File: src/rtl/fpadd_pkg.sv
`timescale 1ns/1ps
package fpadd_pkg;

   // Effective mantissa operation once the signs are compared
   typedef enum logic {
      OP_ADD = 1'b0,
      OP_SUB = 1'b1
   } eff_op_e;

endpackage

File: src/rtl/fpa_align.sv
`timescale 1ns/1ps
// Orders the operands by magnitude and aligns the smaller mantissa.
module fpa_align #(
   parameter int EXP_W = 8,
   parameter int MAN_W = 23
) (
   input  logic [EXP_W+MAN_W:0] op_a,
   input  logic [EXP_W+MAN_W:0] op_b,
   output logic                 big_sign,
   output logic [EXP_W-1:0]     big_exp,
   output logic [MAN_W:0]       big_mant,
   output logic [MAN_W:0]       small_mant,
   output fpadd_pkg::eff_op_e   eff_op
);
   localparam int W = 1 + EXP_W + MAN_W;

   logic             a_ge_b;
   logic [W-1:0]     big_w;
   logic [W-1:0]     small_w;
   logic [EXP_W-1:0] small_exp;
   logic [EXP_W-1:0] exp_gap;
   logic [MAN_W:0]   small_raw;

   // Sign-less words compare like magnitudes for normalised values
   assign a_ge_b    = op_a[W-2:0] >= op_b[W-2:0];
   assign big_w     = a_ge_b ? op_a : op_b;
   assign small_w   = a_ge_b ? op_b : op_a;

   assign big_sign  = big_w[W-1];
   assign big_exp   = big_w[MAN_W +: EXP_W];
   assign small_exp = small_w[MAN_W +: EXP_W];
   assign big_mant  = {1'b1, big_w[MAN_W-1:0]};
   assign small_raw = {1'b1, small_w[MAN_W-1:0]};
   assign exp_gap   = big_exp - small_exp;

   // A gap past the mantissa width leaves nothing of the small operand
   assign small_mant = (int'(exp_gap) > MAN_W) ? '0 : (small_raw >> exp_gap);

   assign eff_op = (big_w[W-1] != small_w[W-1]) ? fpadd_pkg::OP_SUB
                                                 : fpadd_pkg::OP_ADD;
endmodule

File: src/rtl/fpa_addsub.sv
`timescale 1ns/1ps
// Mantissa adder/subtractor with one carry bit above the hidden one.
module fpa_addsub #(
   parameter int MAN_W = 23
) (
   input  fpadd_pkg::eff_op_e eff_op,
   input  logic [MAN_W:0]     big_mant,
   input  logic [MAN_W:0]     small_mant,
   output logic [MAN_W+1:0]   raw
);
   logic [MAN_W+1:0] big_x;
   logic [MAN_W+1:0] small_x;

   assign big_x   = {1'b0, big_mant};
   assign small_x = {1'b0, small_mant};

   // big >= small, so a subtraction never borrows
   always_comb begin
      if (eff_op == fpadd_pkg::OP_SUB) raw = big_x - small_x;
      else                             raw = big_x + small_x;
   end
endmodule

File: src/rtl/fpa_norm.sv
`timescale 1ns/1ps
// Renormalises the raw mantissa and packs sign, exponent and fraction.
module fpa_norm #(
   parameter int EXP_W = 8,
   parameter int MAN_W = 23
) (
   input  logic                 big_sign,
   input  logic [EXP_W-1:0]     big_exp,
   input  logic [MAN_W+1:0]     raw,
   output logic [EXP_W+MAN_W:0] result
);
   localparam int LZ_W = $clog2(MAN_W + 2);

   logic            carry;
   logic            nonzero;
   logic [LZ_W-1:0] lz;
   logic [MAN_W:0]  norm_mant;

   assign carry = raw[MAN_W+1];

   // Priority search for the leading one below the carry bit
   always_comb begin
      lz      = '0;
      nonzero = 1'b0;
      for (int i = MAN_W; i >= 0; i--) begin
         if (!nonzero && raw[i]) begin
            lz      = LZ_W'(MAN_W - i);
            nonzero = 1'b1;
         end
      end
   end

   assign norm_mant = raw[MAN_W:0] << lz;

   always_comb begin
      if (carry) begin
         result = {big_sign, big_exp + 1'b1, raw[MAN_W:1]};
      end else if (!nonzero) begin
         result = '0;
      end else begin
         result = {big_sign, big_exp - EXP_W'(lz), norm_mant[MAN_W-1:0]};
      end
   end
endmodule

File: src/rtl/fpadd_sp.sv
`timescale 1ns/1ps
// Truncating floating-point adder, optional register before renormalise.
module fpadd_sp #(
   parameter int EXP_W    = 8,
   parameter int MAN_W    = 23,
   parameter int PIPE_MID = 1
) (
   input  logic                 clk,
   input  logic                 rst_n,
   input  logic                 in_valid,
   input  logic [EXP_W+MAN_W:0] op_a,
   input  logic [EXP_W+MAN_W:0] op_b,
   output logic                 out_valid,
   output logic [EXP_W+MAN_W:0] sum
);
   localparam int W    = 1 + EXP_W + MAN_W;
   localparam int LZ_W = $clog2(MAN_W + 2);

   // Elaboration-time parameter checks
   if (EXP_W < 3) begin : g_bad_exp
      $error("fpadd_sp: EXP_W must be at least 3");
   end
   if (MAN_W < 2) begin : g_bad_man
      $error("fpadd_sp: MAN_W must be at least 2");
   end
   if (PIPE_MID != 0 && PIPE_MID != 1) begin : g_bad_pipe
      $error("fpadd_sp: PIPE_MID must be 0 or 1");
   end
   if (LZ_W > EXP_W) begin : g_bad_lz
      $error("fpadd_sp: exponent too narrow for the shift count");
   end

   // Stage 1: order, align, add/subtract
   logic                 s1_sign;
   logic [EXP_W-1:0]     s1_exp;
   logic [MAN_W:0]       s1_big;
   logic [MAN_W:0]       s1_small;
   logic [MAN_W+1:0]     s1_raw;
   fpadd_pkg::eff_op_e   s1_op;

   fpa_align #(.EXP_W(EXP_W), .MAN_W(MAN_W)) u_align (
      .op_a       (op_a),
      .op_b       (op_b),
      .big_sign   (s1_sign),
      .big_exp    (s1_exp),
      .big_mant   (s1_big),
      .small_mant (s1_small),
      .eff_op     (s1_op)
   );

   fpa_addsub #(.MAN_W(MAN_W)) u_addsub (
      .eff_op     (s1_op),
      .big_mant   (s1_big),
      .small_mant (s1_small),
      .raw        (s1_raw)
   );

   // Boundary between add and renormalise
   logic             m_valid;
   logic             m_sign;
   logic [EXP_W-1:0] m_exp;
   logic [MAN_W+1:0] m_raw;

   if (PIPE_MID == 1) begin : g_mid_reg
      always_ff @(posedge clk or negedge rst_n) begin
         if (!rst_n) m_valid <= 1'b0;
         else        m_valid <= in_valid;
      end
      always_ff @(posedge clk) begin
         if (in_valid) begin
            m_sign <= s1_sign;
            m_exp  <= s1_exp;
            m_raw  <= s1_raw;
         end
      end
   end else begin : g_mid_comb
      assign m_valid = in_valid;
      assign m_sign  = s1_sign;
      assign m_exp   = s1_exp;
      assign m_raw   = s1_raw;
   end

   // Stage 2: renormalise, pack, register
   logic [W-1:0] packed_res;

   fpa_norm #(.EXP_W(EXP_W), .MAN_W(MAN_W)) u_norm (
      .big_sign (m_sign),
      .big_exp  (m_exp),
      .raw      (m_raw),
      .result   (packed_res)
   );

   always_ff @(posedge clk or negedge rst_n) begin
      if (!rst_n) begin
         out_valid <= 1'b0;
         sum       <= '0;
      end else begin
         out_valid <= m_valid;
         if (m_valid) sum <= packed_res;
      end
   end
endmodule

File: config.mk
export PLATFORM = sky130hd
export DESIGN_NAME = fpadd_sp
export DESIGN_NICKNAME = d
export VERILOG_FILES = /design/src/rtl/fpadd_pkg.sv /design/src/rtl/fpa_align.sv /design/src/rtl/fpa_addsub.sv /design/src/rtl/fpa_norm.sv /design/src/rtl/fpadd_sp.sv
export SDC_FILE = /design/constraint.sdc
export NUM_CORES = 1
export LEC_CHECK = 0
export ABC_AREA = 1
export BUFFER_PORTS_ARGS = -buffer_cell sky130_fd_sc_hd__buf_2
export CAP_MARGIN = 5
export CORE_MARGIN = 4
export CORE_UTILIZATION = 59
export CTS_CLUSTER_DIAMETER = 40
export DETAILED_ROUTE_END_ITERATION = 16
export MAX_ROUTING_LAYER = met4
export PLACE_DENSITY = 0.8
export SLEW_MARGIN = 0
export SYNTH_ARGS = -nofsm -noshare
export SYNTH_HDL_FRONTEND = slang
export SYNTH_SLANG_ARGS = --single-unit
File: constraint.sdc
create_clock -name clk -period 4.7 [get_ports clk]
set_input_delay 0.47 -clock clk [delete_from_list [all_inputs] [get_ports clk]]
set_output_delay 0.47 -clock clk [all_outputs]
set_load 0.01 [all_outputs]
==> out/qor.txt, run 1 <==
Buffers on Ports -> 99
Status -> did not finish
FFs w/ async S/R, synth -> 50.0%
Syn Inst Count -> 1417
Top FF cell, synth -> edfxtp_1
Detailed placement HPWL -> 27000 um
# hold bufs at CTS -> 0
Die height -> 131 um
#FFs+latches synth -> 68
Gr ovfl total -> 1460
Synth Net Count -> 1548
EDFF count, synth -> 34
Initial Utilization -> 61.0%
Synth warn -> 0
Seq/Total Area, Yosys -> 20.9%
GR Util All Layers -> 96.2%
Placed Instances -> 1919
First Err -> [ERROR GRT-0232] Routing congestion too high. Check the congestion heatmap in the GUI.
Clock Tree Buf Depth -> 2
Syn Std Cell Area -> 0.00896 mm2
H-Tree Level Count -> 3
Root buffer cell -> clkbuf_16
Total CTS buffers -> 9
IO Pins -> 100
Clk sinks -> 68
Yosys cell types -> 58
Row count -> 44
Pin count of the biggest net entering global routing -> 36
Die Width -> 131 um
Halt point of the flow -> global routing (5_1_grt)
Syn_area_per_cell -> 6.32 um2
GP Congestion -> 1.06
-- stage by stage --
stage / setup slack, ps / setup TNS [ps] / area [um2]
after floorplan: -1610 / -14740 / 9170
after global placement: -2150 / -28540 / 11800
after detailed placement: -2430 / -34890 / 11800
after CTS: -1520 / -19690 / 13400
-- cell families after synthesis --
family,count (synthesis),synth area share (%)
AOI/OAI and AO/OA,292,18.2
xor gates and xnor gates,49,4.79
adders and majority gates,64,9.10
buffers and inverters,225,10.3
DFF,68,20.9
muxes,7,0.796
and+or+nand+nor,712,35.9
-- repair_timing --
action / in CTS
endpoints found under the setup margin: 23
pin swaps: 74
cloned: 4
hold endpoints to repair: 0
resized for setup: 182
buffers inserted: 64
-- routing by layer --
metal  overflow  global-route usage, %
met5          -                      -
met4        240                    105
met3          4                   62.8
met2       1200                    130
met1         16                   85.7
-- synth_stat cells, drive strengths merged, types with 2 or more instances --
master   number  share of area (%)
nor4          3               0.21
o41ai         2               0.20
clkinv        3               0.13
mux2i         6               0.67
nor3          8               0.56
o21bai        3               0.38
nor2         92                4.5
buf          28                2.0
o21a          3               0.25
nand3b        7               0.59
o221ai        2               0.20
clkbuf       30                1.3
nand4        11               0.84
inv         164                6.9
edfxtp       34                 11
a221oi        2               0.20
nand3       160                 10
o2111ai       3               0.29
xor2         39                3.8
fa            2               0.45
dfrtp        34                9.5
o22ai         7               0.49
ha           62                8.7
a21oi        94                5.4
nand2       421                 18
o211ai        9               0.81
a22oi         3               0.25
a31oi         7               0.49
xnor2        10               0.98
o21ai       152                8.7
or2           9               0.63
==> run 2, diff against run 1 <==
Settings changed: CORE_UTILIZATION 59 to 40, CTS_CLUSTER_DIAMETER 40 to unset, MAX_ROUTING_LAYER met4 to unset, PLACE_DENSITY 0.8 to unset, PLACE_DENSITY_LB_ADDON set to 0.15.
==> run 2 against run 1 <==
  * The flow now finishes, with violations (setup timing)
  * Synthesized cell count unchanged
  * Area after synthesis unchanged
==> out/qor.txt, run 2 <==
Status -> finished, violations left
Failing checks -> setup timing
Fillers -> 1937
Reg-to-reg slack, setup -> 370 ps
Root buffer cell -> clkbuf_16
Critical path class -> input port to flop
Clk Latency, worst-skew pair -> 340 ps
Reg2reg start -> m_raw[21]
Fmax -> 153 MHz
Share of cells above drive strength 1 -> 40.4%
Diodes inserted -> 0
CP max stage delay -> 290 ps
Max VDD drop -> 0.270 mV
Final wirelength -> 35600 um
Detailed placement HPWL -> 26700 um (-1.1%)
Post-synth top area cell -> nand2_1
Pin count of the biggest net entering global routing -> 38
Total CTS buffers -> 9 (unchanged)
Measured slew at the worst slew-check pin -> 958 ps
Via count of the first global-routing pass -> 10500
Final nets -> 1965
Hold Crit Class -> input port to asynchronous set/reset pin
Int Power -> 3.77 mW
Top cells by area, synth -> nand2_1, edfxtp_1, dfrtp_1, ha_1, nand3_1
Max-slew violations -> 0
Most frequent cell after synthesis -> nand2_1
Crit path buffers/inverters -> 6
CP max stage cell -> ha_1
Final setup TNS -> -27210 ps
Initial DRC count -> 786
CP startpoint kind -> input port
Top Family by Delay on Critical Path -> simple AND/OR/NAND/NOR gates
Max Cap Viol -> 0
Die height -> 158 um (+20%)
Buffers on Ports -> 99 (unchanged)
# setup viols final -> 22
FFs w/ async S/R, synth -> 50.0% (unchanged)
Syn Std Cell Area -> 0.00896 mm2 (unchanged)
Routed Antenna Nets -> 0
Reg2reg path depth -> 28
# hold bufs at CTS -> 0 (unchanged)
Gr ovfl total -> 0
DP Worst Slack -> -2360 ps (+71.2 ps)
IO Pins -> 100 (unchanged)
Synth warn -> 0 (unchanged)
Core outline area -> 0.0220 mm2
Seq/Total Area, Yosys -> 20.9% (unchanged)
Via count -> 11200
Clk sinks -> 68 (unchanged)
Row count -> 54 (+23%)
CP most frequent cell -> nand2_2
Post-route setup slack -> -1820 ps
Top FF cell, synth -> edfxtp_1
Leak -> 6.91 nW
First-pass GRT wire length -> 54800 um
Clock Tree Buf Depth -> 2 (unchanged)
EDFF count, synth -> 34 (unchanged)
Fin cells -> 2119
CTS tree -> built
Crit-path max FO -> 7
Net Sw Power -> 3.34 mW
Gate power share -> 73.6%
Pwr dens -> 508 mW/mm2
Largest registers -> sum x32, m_raw x25, m_exp x8
GR Util All Layers -> 27.7%
Sw frac -> 47.0%
Post-synth top area share -> 16.6% (unchanged)
Syn_area_per_cell -> 6.32 um2 (unchanged)
Worst slew margin -> 35.6%
Initial antenna violation count -> 0
CTS clock-pin slew for the worst setup and hold paths -> 60 ps
Syn Inst Count -> 1417 (unchanged)
GP Congestion -> 0.964 (-8.7%)
Clk pwr share -> 10.0%
Placed cell area -> 0.0120 mm2 (+2.1%)
Required @ worst endpoint -> 4780 ps
Vias/cell -> 5.28
DRC errors left -> 0
Commonest non-fill, non-tap cell in the layout -> nand2_1
Avg WL per Cell -> 16.8 um
CP Capture Type -> flop
Unrepaired setup endpoints after global routing -> yes
Final period utilization -> 139%
Yosys cell types -> 58 (unchanged)
Post-route cell area -> 0.0140 mm2
H-Tree Level Count -> 3 (unchanged)
Placed Instances -> 2032 (+5.9%)
Top reg by flops -> sum
#FFs+latches synth -> 68 (unchanged)
Commonest non-fill, non-tap cells in the layout -> nand2_1, buf_4, inv_1
Critical Path AT -> 6600 ps
Die area -> 0.0249 mm2
Synth Net Count -> 1548 (unchanged)
Initial Utilization -> 40.8% (-20 points)
Area delta synth->final -> 56.3%
1st-pass router iterations -> 7
Largest register FFs -> 32
Setup Skew -> 11.9 ps
Pwr Total -> 7.11 mW
Commonest cells post-synth -> nand2_1, inv_1, nand3_1
Die Width -> 158 um (+20%)
Min cycle time layout -> 6520 ps
Seq pwr share -> 16.4%
Final Hold Viols -> 0
Crit Reg-Reg Endpoint -> sum[30]
run 2: cell type report:
cell class | instances | area, um2 | area share, %
Tap cell | 280 | 350 | 2.50
Multi-Input combinational cell | 1124 | 7180 | 51.3
Timing Repair Buffer | 464 | 3640 | 26.0
Sequential cell | 68 | 1870 | 13.4
Inverter | 167 | 653 | 4.66
Clock inverter | 5 | 58.8 | 0.420
Clock buffer | 11 | 254 | 1.81
run 2: cell families (layout without fill, tap and decap cells):
group / count (synthesis) / count (layout) / share of synthesized area, %
AO/OA/AOI/OAI: 292 / 292 / 18.2
AND/OR/NAND/NOR: 712 / 712 / 35.9
multiplexers: 7 / 7 / 0.796
XOR/XNOR: 49 / 49 / 4.79
flip-flops: 68 / 68 / 20.9
adder cells (fa/ha/maj): 64 / 64 / 9.10
buffers and inverters: 225 / 647 / 10.3
run 2: what timing repair did:
| action | CTS | global route |
|---|---|---|
| pin swaps | 62 | 78 |
| setup endpoints to repair | 22 | 39 |
| buffers inserted | 73 | 15 |
| gates cloned | 3 | 0 |
| gates resized for setup | 154 | 106 |
run 2: metal layers:
layer,wire length (um),vias to the layer above,global-route usage (%)
met5,0,-,0
met3,1960,84,3.34
met2,17600,395,48.1
li1,-,5550,-
met1,14700,5164,35.0
met4,1390,0,10.8
run 2: per-stage QoR:
step                hold slack [ps]  util [%]
floorplan                       174         -
global placement                459      54.7
detailed placement              468      54.7
CTS                             218      61.3
global route                    262      63.8
finish                          197      63.8
run 2: worst max path at each step:
stage               startpoint   endpoint  slack [ps]  cells past startpoint
floorplan             op_a[26]  m_raw[24]       -1610                     56
global placement      op_b[21]  m_raw[24]       -2210                     55
detailed placement    op_b[21]  m_raw[24]       -2360                     55
CTS                   op_b[30]  m_raw[24]       -1640                     55
global route          op_a[30]  m_raw[23]       -2230                     57
finish                op_a[30]  m_raw[23]       -1820                     55
run 2: power by group through the flow:
stage	clock (mW)	sequential, mW	combinational (mW)
6_report	0.712	1.16	5.24
5_1_grt	0.749	1.19	5.72
4_1_cts	0.720	1.17	4.85
3_5_place_dp	0	1.18	4.31
3_3_place_gp	0	1.17	4.28
2_1_floorplan	0	1.17	2.56
No activity file was read; power rests on OpenSTA's default activity.
==> run 3, diff against run 2 <==
Settings changed: CORE_MARGIN 4 to unset.
==> run 3 against run 2 <==
  * The run still ends with setup timing left
  * Non-clock buffer count decreased by 17
  * Die area shrank 7.5%
  * Power decreased by 4.0%
  * Combinational power down 4%
  * Critical endpoint is now m_raw[15]
  * Worst setup slack got worse by 65 ps
  * Largest cell class unchanged
  * Fmax is 0.99% lower
  * Register-to-register slack improved by 100 ps
==> out/qor.txt, run 3 (synthesized netlist as in run 2, its figures left out) <==
CP max stage cell -> ha_1
Seq pwr share -> 17.0% (+0.6 points)
# hold bufs at CTS -> 0 (unchanged)
GRT Max-Usage Layer -> met2
CTS tree -> built
Placed Instances -> 2030 (-0.098%)
CTS clock-pin slew for the worst setup and hold paths -> 60 ps (about the same)
Largest register FFs -> 32 (unchanged)
Gr ovfl total -> 0 (unchanged)
Gate power share -> 73.8% (+0.2 points)
1st-pass router iterations -> 6 (-1)
Worst slew margin -> 32.8% (-2.8 points)
Initial Utilization -> 40.9% (+0.13 points)
Vias/cell -> 5.23 (-1.0%)
Max-slew violations -> 0 (unchanged)
Pin count of the biggest net entering global routing -> 47 (+24%)
DRC errors left -> 0 (unchanged)
Area delta synth->final -> 54.3%
Critical path class -> input port to flop
H-Tree Level Count -> 3 (unchanged)
GR Util All Layers -> 30.1% (+2.4 points)
Met3 GRT Util -> 2.49% (-0.85 points)
Worst hold margin -> 188 ps (-9.53 ps)
Post-route setup slack -> -1880 ps (-65.1 ps)
Buffers on Ports -> 99 (unchanged)
Avg WL per Cell -> 16.4 um (-2.6%)
Clk Latency, worst-skew pair -> 340 ps (about the same)
Die area -> 0.0230 mm2 (-7.5%)
Root buffer cell -> clkbuf_16
Core outline area -> 0.0219 mm2 (-0.31%)
Status -> finished, violations left
Initial DRC count -> 637 (-19%)
CP Capture Type -> flop
Via count of the first global-routing pass -> 10300 (-1.9%)
Final wirelength -> 34400 um (-3.4%)
CP startpoint kind -> input port
Clk sinks -> 68 (unchanged)
Grt met2 use -> 54.1% (+5.9 points)
Commonest non-fill, non-tap cells in the layout -> nand2_1, buf_4, inv_1
Critical Path AT -> 6670 ps (+70 ps)
Required @ worst endpoint -> 4790 ps (about the same)
Top Family by Delay on Critical Path -> simple AND/OR/NAND/NOR gates
Net Sw Power -> 3.28 mW (-1.9%)
Failing checks -> setup timing
Leak -> 6.82 nW (-1.3%)
Int Power -> 3.55 mW (-5.9%)
Die height -> 152 um (-3.8%)
Final Hold Viols -> 0 (unchanged)
Share of cells above drive strength 1 -> 39.7% (-0.67 points)
Final setup TNS -> -24610 ps (+2590 ps)
Pwr Total -> 6.83 mW (-4.0%)
Detailed placement HPWL -> 26700 um (-0.28%)
Crit path buffers/inverters -> 15 (+9)
Fmax -> 152 MHz (-0.99%)
Fin cells -> 2102 (-0.80%)
# setup viols final -> 22 (unchanged)
Final nets -> 1948 (-0.87%)
Final period utilization -> 140% (+1.4 points)
Max VDD drop -> 0.261 mV (-3.3%)
Sw frac -> 48.0% (+1.0 points)
Clock Tree Buf Depth -> 2 (unchanged)
Die Width -> 152 um (-3.8%)
Setup Skew -> 10.2 ps (-1.71 ps)
Routed Antenna Nets -> 0 (unchanged)
Post-route cell area -> 0.0138 mm2 (-1.3%)
Commonest non-fill, non-tap cell in the layout -> nand2_1
Pwr dens -> 494 mW/mm2 (-2.8%)
First-pass GRT wire length -> 53100 um (-3.1%)
IO Pins -> 100 (unchanged)
Crit-path max FO -> 8 (+1)
Initial antenna violation count -> 0 (unchanged)
Measured slew at the worst slew-check pin -> 999 ps (+41.5 ps)
Diodes inserted -> 0 (unchanged)
Largest registers -> sum x32, m_raw x25, m_exp x8
CP max stage delay -> 360 ps (+70 ps)
Top reg by flops -> sum
Hold Crit Class -> input port to asynchronous set/reset pin
Via count -> 11000 (-1.8%)
GP Congestion -> 0.985 (+2.2%)
Max Cap Viol -> 0 (unchanged)
Min cycle time layout -> 6580 ps (+65.1 ps)
Row count -> 54 (unchanged)
Total CTS buffers -> 9 (unchanged)
Clk pwr share -> 9.1% (-0.9 points)
Routing usage on met1 -> 37.0% (+1.9 points)
Placed cell area -> 0.0120 mm2 (-0.27%)
Unrepaired setup endpoints after global routing -> yes
[run 3: cell count changes in the layout (fill, tap and decap cells not counted), sizes merged]
cell,change
clkinv,+2
inv,-1
clkinvlp,+1
clkbuf,-1
buf,-17
bufinv,-1
[run 3: stage by stage]
step	worst slack (ps)	utilization [%]
6_report	-1880	63.2
3_3_place_gp	-2180	54.7
3_5_place_dp	-2320	54.7
2_1_floorplan	-1610	-
4_1_cts	-1700	60.5
5_1_grt	-2310	63.2
[run 3: layout make-up]
class                      count  area, um2
timing repair buffer         447       3470
multi-input combinational   1124       7210
fill                        2048       8060
sequential                    68       1870
inverter                     167        658
clock buffer                  10        229
tap                          280        350
clock inverter                 6       41.3
[run 3: per-layer routing]
metal  vias up  wire length (um)
li1       5521                 -
met1      5058             14700
met2       326             17200
met3        82              1330
met4         0              1200
met5         -                 0
[run 3: worst reg2reg max path, delay by kind of cell (launching register included)]
kind,cells,cell delay (ps)
xor gates and xnor gates,1,140
and+or+nand+nor,22,2740
DFF,1,400
adders and majority gates,1,340
AOI/OAI and AO/OA,4,550
[run 3: worst paths after layout]
kind / from / endpoint / slack, ps / cells after the start
setup / recovery: op_b[14] / m_raw[15] / -1880 / 56
max in group asynchronous: rst_n / sum[15] / 4030 / 1
hold reg to reg: sum[2] / sum[2] / 480 / 2
min in group clk: op_a[30] / m_exp[7] / 450 / 3
setup reg to reg: m_raw[20] / sum[30] / 470 / 28
hold / removal: rst_n / m_valid / 190 / 1
[run 3: power by group through the flow]
stage / sequential (mW) / combinational [mW] / clock, mW
after global placement: 1.18 / 4.27 / 0
after global routing: 1.20 / 5.53 / 0.662
after detailed placement: 1.19 / 4.30 / 0
after floorplan: 1.17 / 2.56 / 0
after CTS: 1.18 / 4.74 / 0.635
final: 1.16 / 5.04 / 0.625
[run 3: timing repair]
| action | 4_1_cts | 5_1_grt |
|---|---|---|
| endpoints found under the setup margin | 22 | 42 |
| pin swaps | 79 | 70 |
| hold endpoints to repair | 0 | 0 |
| buffers inserted | 46 | 18 |
| cloned | 5 | 0 |
| gates resized for setup | 135 | 109 |
==> run 4, diff against run 3 <==
Settings changed: CTS_BUF_LIST set to sky130_fd_sc_hd__clkbuf_4 sky130_fd_sc_hd__clkbuf_8 sky130_fd_sc_hd__clkbuf_16.
==> run 4 against run 3 <==
  * The run still ends with setup timing left
  * Hold slack got worse by 2.5 ps
  * Critical path type unchanged
  * Final cell count unchanged
  * Register-to-register slack about the same
  * Clock power increased by 1%
  * Sequential cell count unchanged
  * Global-route usage about the same
  * Combinational power about the same
  * Cell area about the same
  * Via count decreased by 0.35%
  * Highest routed layer unchanged
  * Clock-buffer cell count unchanged
  * Utilization about the same
==> out/qor.txt, run 4 (synthesized netlist as in run 2, its figures left out) <==
Critical Path AT -> 6660 ps (about the same)
Commonest non-fill, non-tap cells in the layout -> nand2_1, buf_4, inv_1
Crit-path max FO -> 8 (unchanged)
# setup viols final -> 22 (unchanged)
Clk pwr share -> 9.2% (about the same)
Max VDD drop -> 0.261 mV (about the same)
Required @ worst endpoint -> 4790 ps (about the same)
Hold Crit Class -> input port to asynchronous set/reset pin
Largest register FFs -> 32 (unchanged)
Vias/cell -> 5.21 (-0.35%)
Area delta synth->final -> 54.3% (about the same)
DRC errors left -> 0 (unchanged)
Sw frac -> 48.0% (about the same)
Measured slew at the worst slew-check pin -> 998 ps (-0.660 ps)
GP Congestion -> 0.985 (unchanged)
Clk sinks -> 68 (unchanged)
Diodes inserted -> 0 (unchanged)
Status -> finished, violations left
Root buffer cell -> clkbuf_16
Max Cap Viol -> 0 (unchanged)
Final Core Density -> 63.2% (about the same)
Commonest non-fill, non-tap cell in the layout -> nand2_1
Max-slew violations -> 0 (unchanged)
Core outline area -> 0.0219 mm2 (unchanged)
IO Pins -> 100 (unchanged)
CP max stage cell -> ha_1
Die Width -> 152 um (unchanged)
CP Capture Type -> flop
Min cycle time layout -> 6570 ps (-9.53 ps)
GR Util All Layers -> 30.1% (about the same)
Total CTS buffers -> 9 (unchanged)
Pin count of the biggest net entering global routing -> 47 (unchanged)
Fillers -> 2046 (-0.098%)
Final period utilization -> 140% (-0.20 points)
Buffers on Ports -> 99 (unchanged)
Final nets -> 1948 (unchanged)
CTS tree -> built
Int Power -> 3.56 mW (+0.18%)
Failing checks -> setup timing
Gate power share -> 73.7% (about the same)
Detailed placement HPWL -> 26700 um (unchanged)
Initial DRC count -> 661 (+3.8%)
Final Hold Viols -> 0 (unchanged)
CTS clock-pin slew for the worst setup and hold paths -> 60 ps (about the same)
Gr ovfl total -> 0 (unchanged)
Largest registers -> sum x32, m_raw x25, m_exp x8
Worst slew margin -> 32.9% (+0.044 points)
Pwr dens -> 494 mW/mm2 (+0.14%)
Net Sw Power -> 3.28 mW (about the same)
Routed Antenna Nets -> 0 (unchanged)
Setup Skew -> 10.0 ps (-0.162 ps)
H-Tree Level Count -> 3 (unchanged)
Share of cells above drive strength 1 -> 39.8% (+0.055 points)
CP max stage delay -> 360 ps (about the same)
Seq pwr share -> 17.0% (about the same)
Die area -> 0.0230 mm2 (unchanged)
Unrepaired setup endpoints after global routing -> yes
Initial Utilization -> 40.9% (unchanged)
Initial antenna violation count -> 0 (unchanged)
Post-route setup slack -> -1870 ps (+9.53 ps)
Critical path class -> input port to flop
Avg WL per Cell -> 16.4 um (about the same)
Worst hold margin -> 185 ps (-2.55 ps)
Row count -> 54 (unchanged)
Pwr Total -> 6.84 mW (+0.13%)
Leak -> 6.82 nW (about the same)
Via count of the first global-routing pass -> 10300 (-0.0097%)
Fmax -> 152 MHz (+0.14%)
Final wirelength -> 34400 um (about the same)
Clk Latency, worst-skew pair -> 350 ps (about the same)
Top reg by flops -> sum
CP startpoint kind -> input port
1st-pass router iterations -> 5 (-1)
Die height -> 152 um (unchanged)
# hold bufs at CTS -> 0 (unchanged)
First-pass GRT wire length -> 53100 um (about the same)
Via count -> 10900 (-0.35%)
Clock Tree Buf Depth -> 2 (unchanged)
==> run 4: cell counts in the layout (fill, tap and decap cells not counted) <==
No cell type changed its count.
==> run 4: worst max-delay path: cells and delay by family <==
kind | cells | cell delay [ps]
AO/OA/AOI/OAI | 10 | 1100
XOR/XNOR | 2 | 180
adder cells (fa/ha/maj) | 4 | 950
AND/OR/NAND/NOR | 25 | 2360
buffers and inverters | 15 | 1580
==> run 4: area by class of cell <==
type                            instances  area, um2  share of cell area [%]
Multi-Input combinational cell       1124       7200                    52.1
Timing Repair Buffer                  447       3470                    25.1
Sequential cell                        68       1870                    13.5
Inverter                              167        658                    4.76
Tap cell                              280        350                    2.53
Clock buffer                           10        233                    1.68
Clock inverter                          6       41.3                   0.299
==> run 4: through the flow <==
| stage | setup WS [ps] | cells | instance area [um2] | TNS (ps) |
|---|---|---|---|---|
| after CTS | -1700 | 2088 | 13300 | -20800 |
| after global routing | -2310 | 2102 | 13800 | -32230 |
| after detailed placement | -2320 | 2030 | 12000 | -32490 |
| final | -1870 | 2102 | 13800 | -24340 |
| after floorplan | -1610 | 1417 | 9170 | -14740 |
| after global placement | -2180 | 2030 | 12000 | -29880 |
==> run 4: repair_timing <==
action	in CTS	in global routing
gates resized for setup	135	109
buffers inserted	46	18
cloned	5	0
pin swaps	79	70
endpoints found under the setup margin	22	42
==> run 4: path summary, 6_finish.rpt <==
check                                 end  cells after the start  slack, ps  startpoint
worst max-delay path            m_raw[15]                     56      -1870    op_b[14]
worst min-delay path              m_valid                      1        180       rst_n
worst max register to register    sum[30]                     28        460   m_raw[20]
worst min register to register     sum[2]                      2        480      sum[2]
max in group asynchronous         sum[15]                      1       4040       rst_n
min in group clk                 m_exp[7]                      3        450    op_a[30]
==> run 4: layer usage <==
layer  track usage [%]  up-vias  share of wire, %
met5                 0        -                 0
met2              54.1      281                50
met1              36.9     5074                43
met3              2.49       78               3.4
li1                  -     5515                 -
met4              11.9        0               3.5
==> run 4: power groups by stage <==
stage | sequential [mW] | clock (mW) | combinational [mW]
floorplan | 1.17 | 0 | 2.56
global placement | 1.18 | 0 | 4.27
detailed placement | 1.19 | 0 | 4.30
CTS | 1.18 | 0.641 | 4.74
global route | 1.19 | 0.668 | 5.53
finish | 1.16 | 0.632 | 5.04
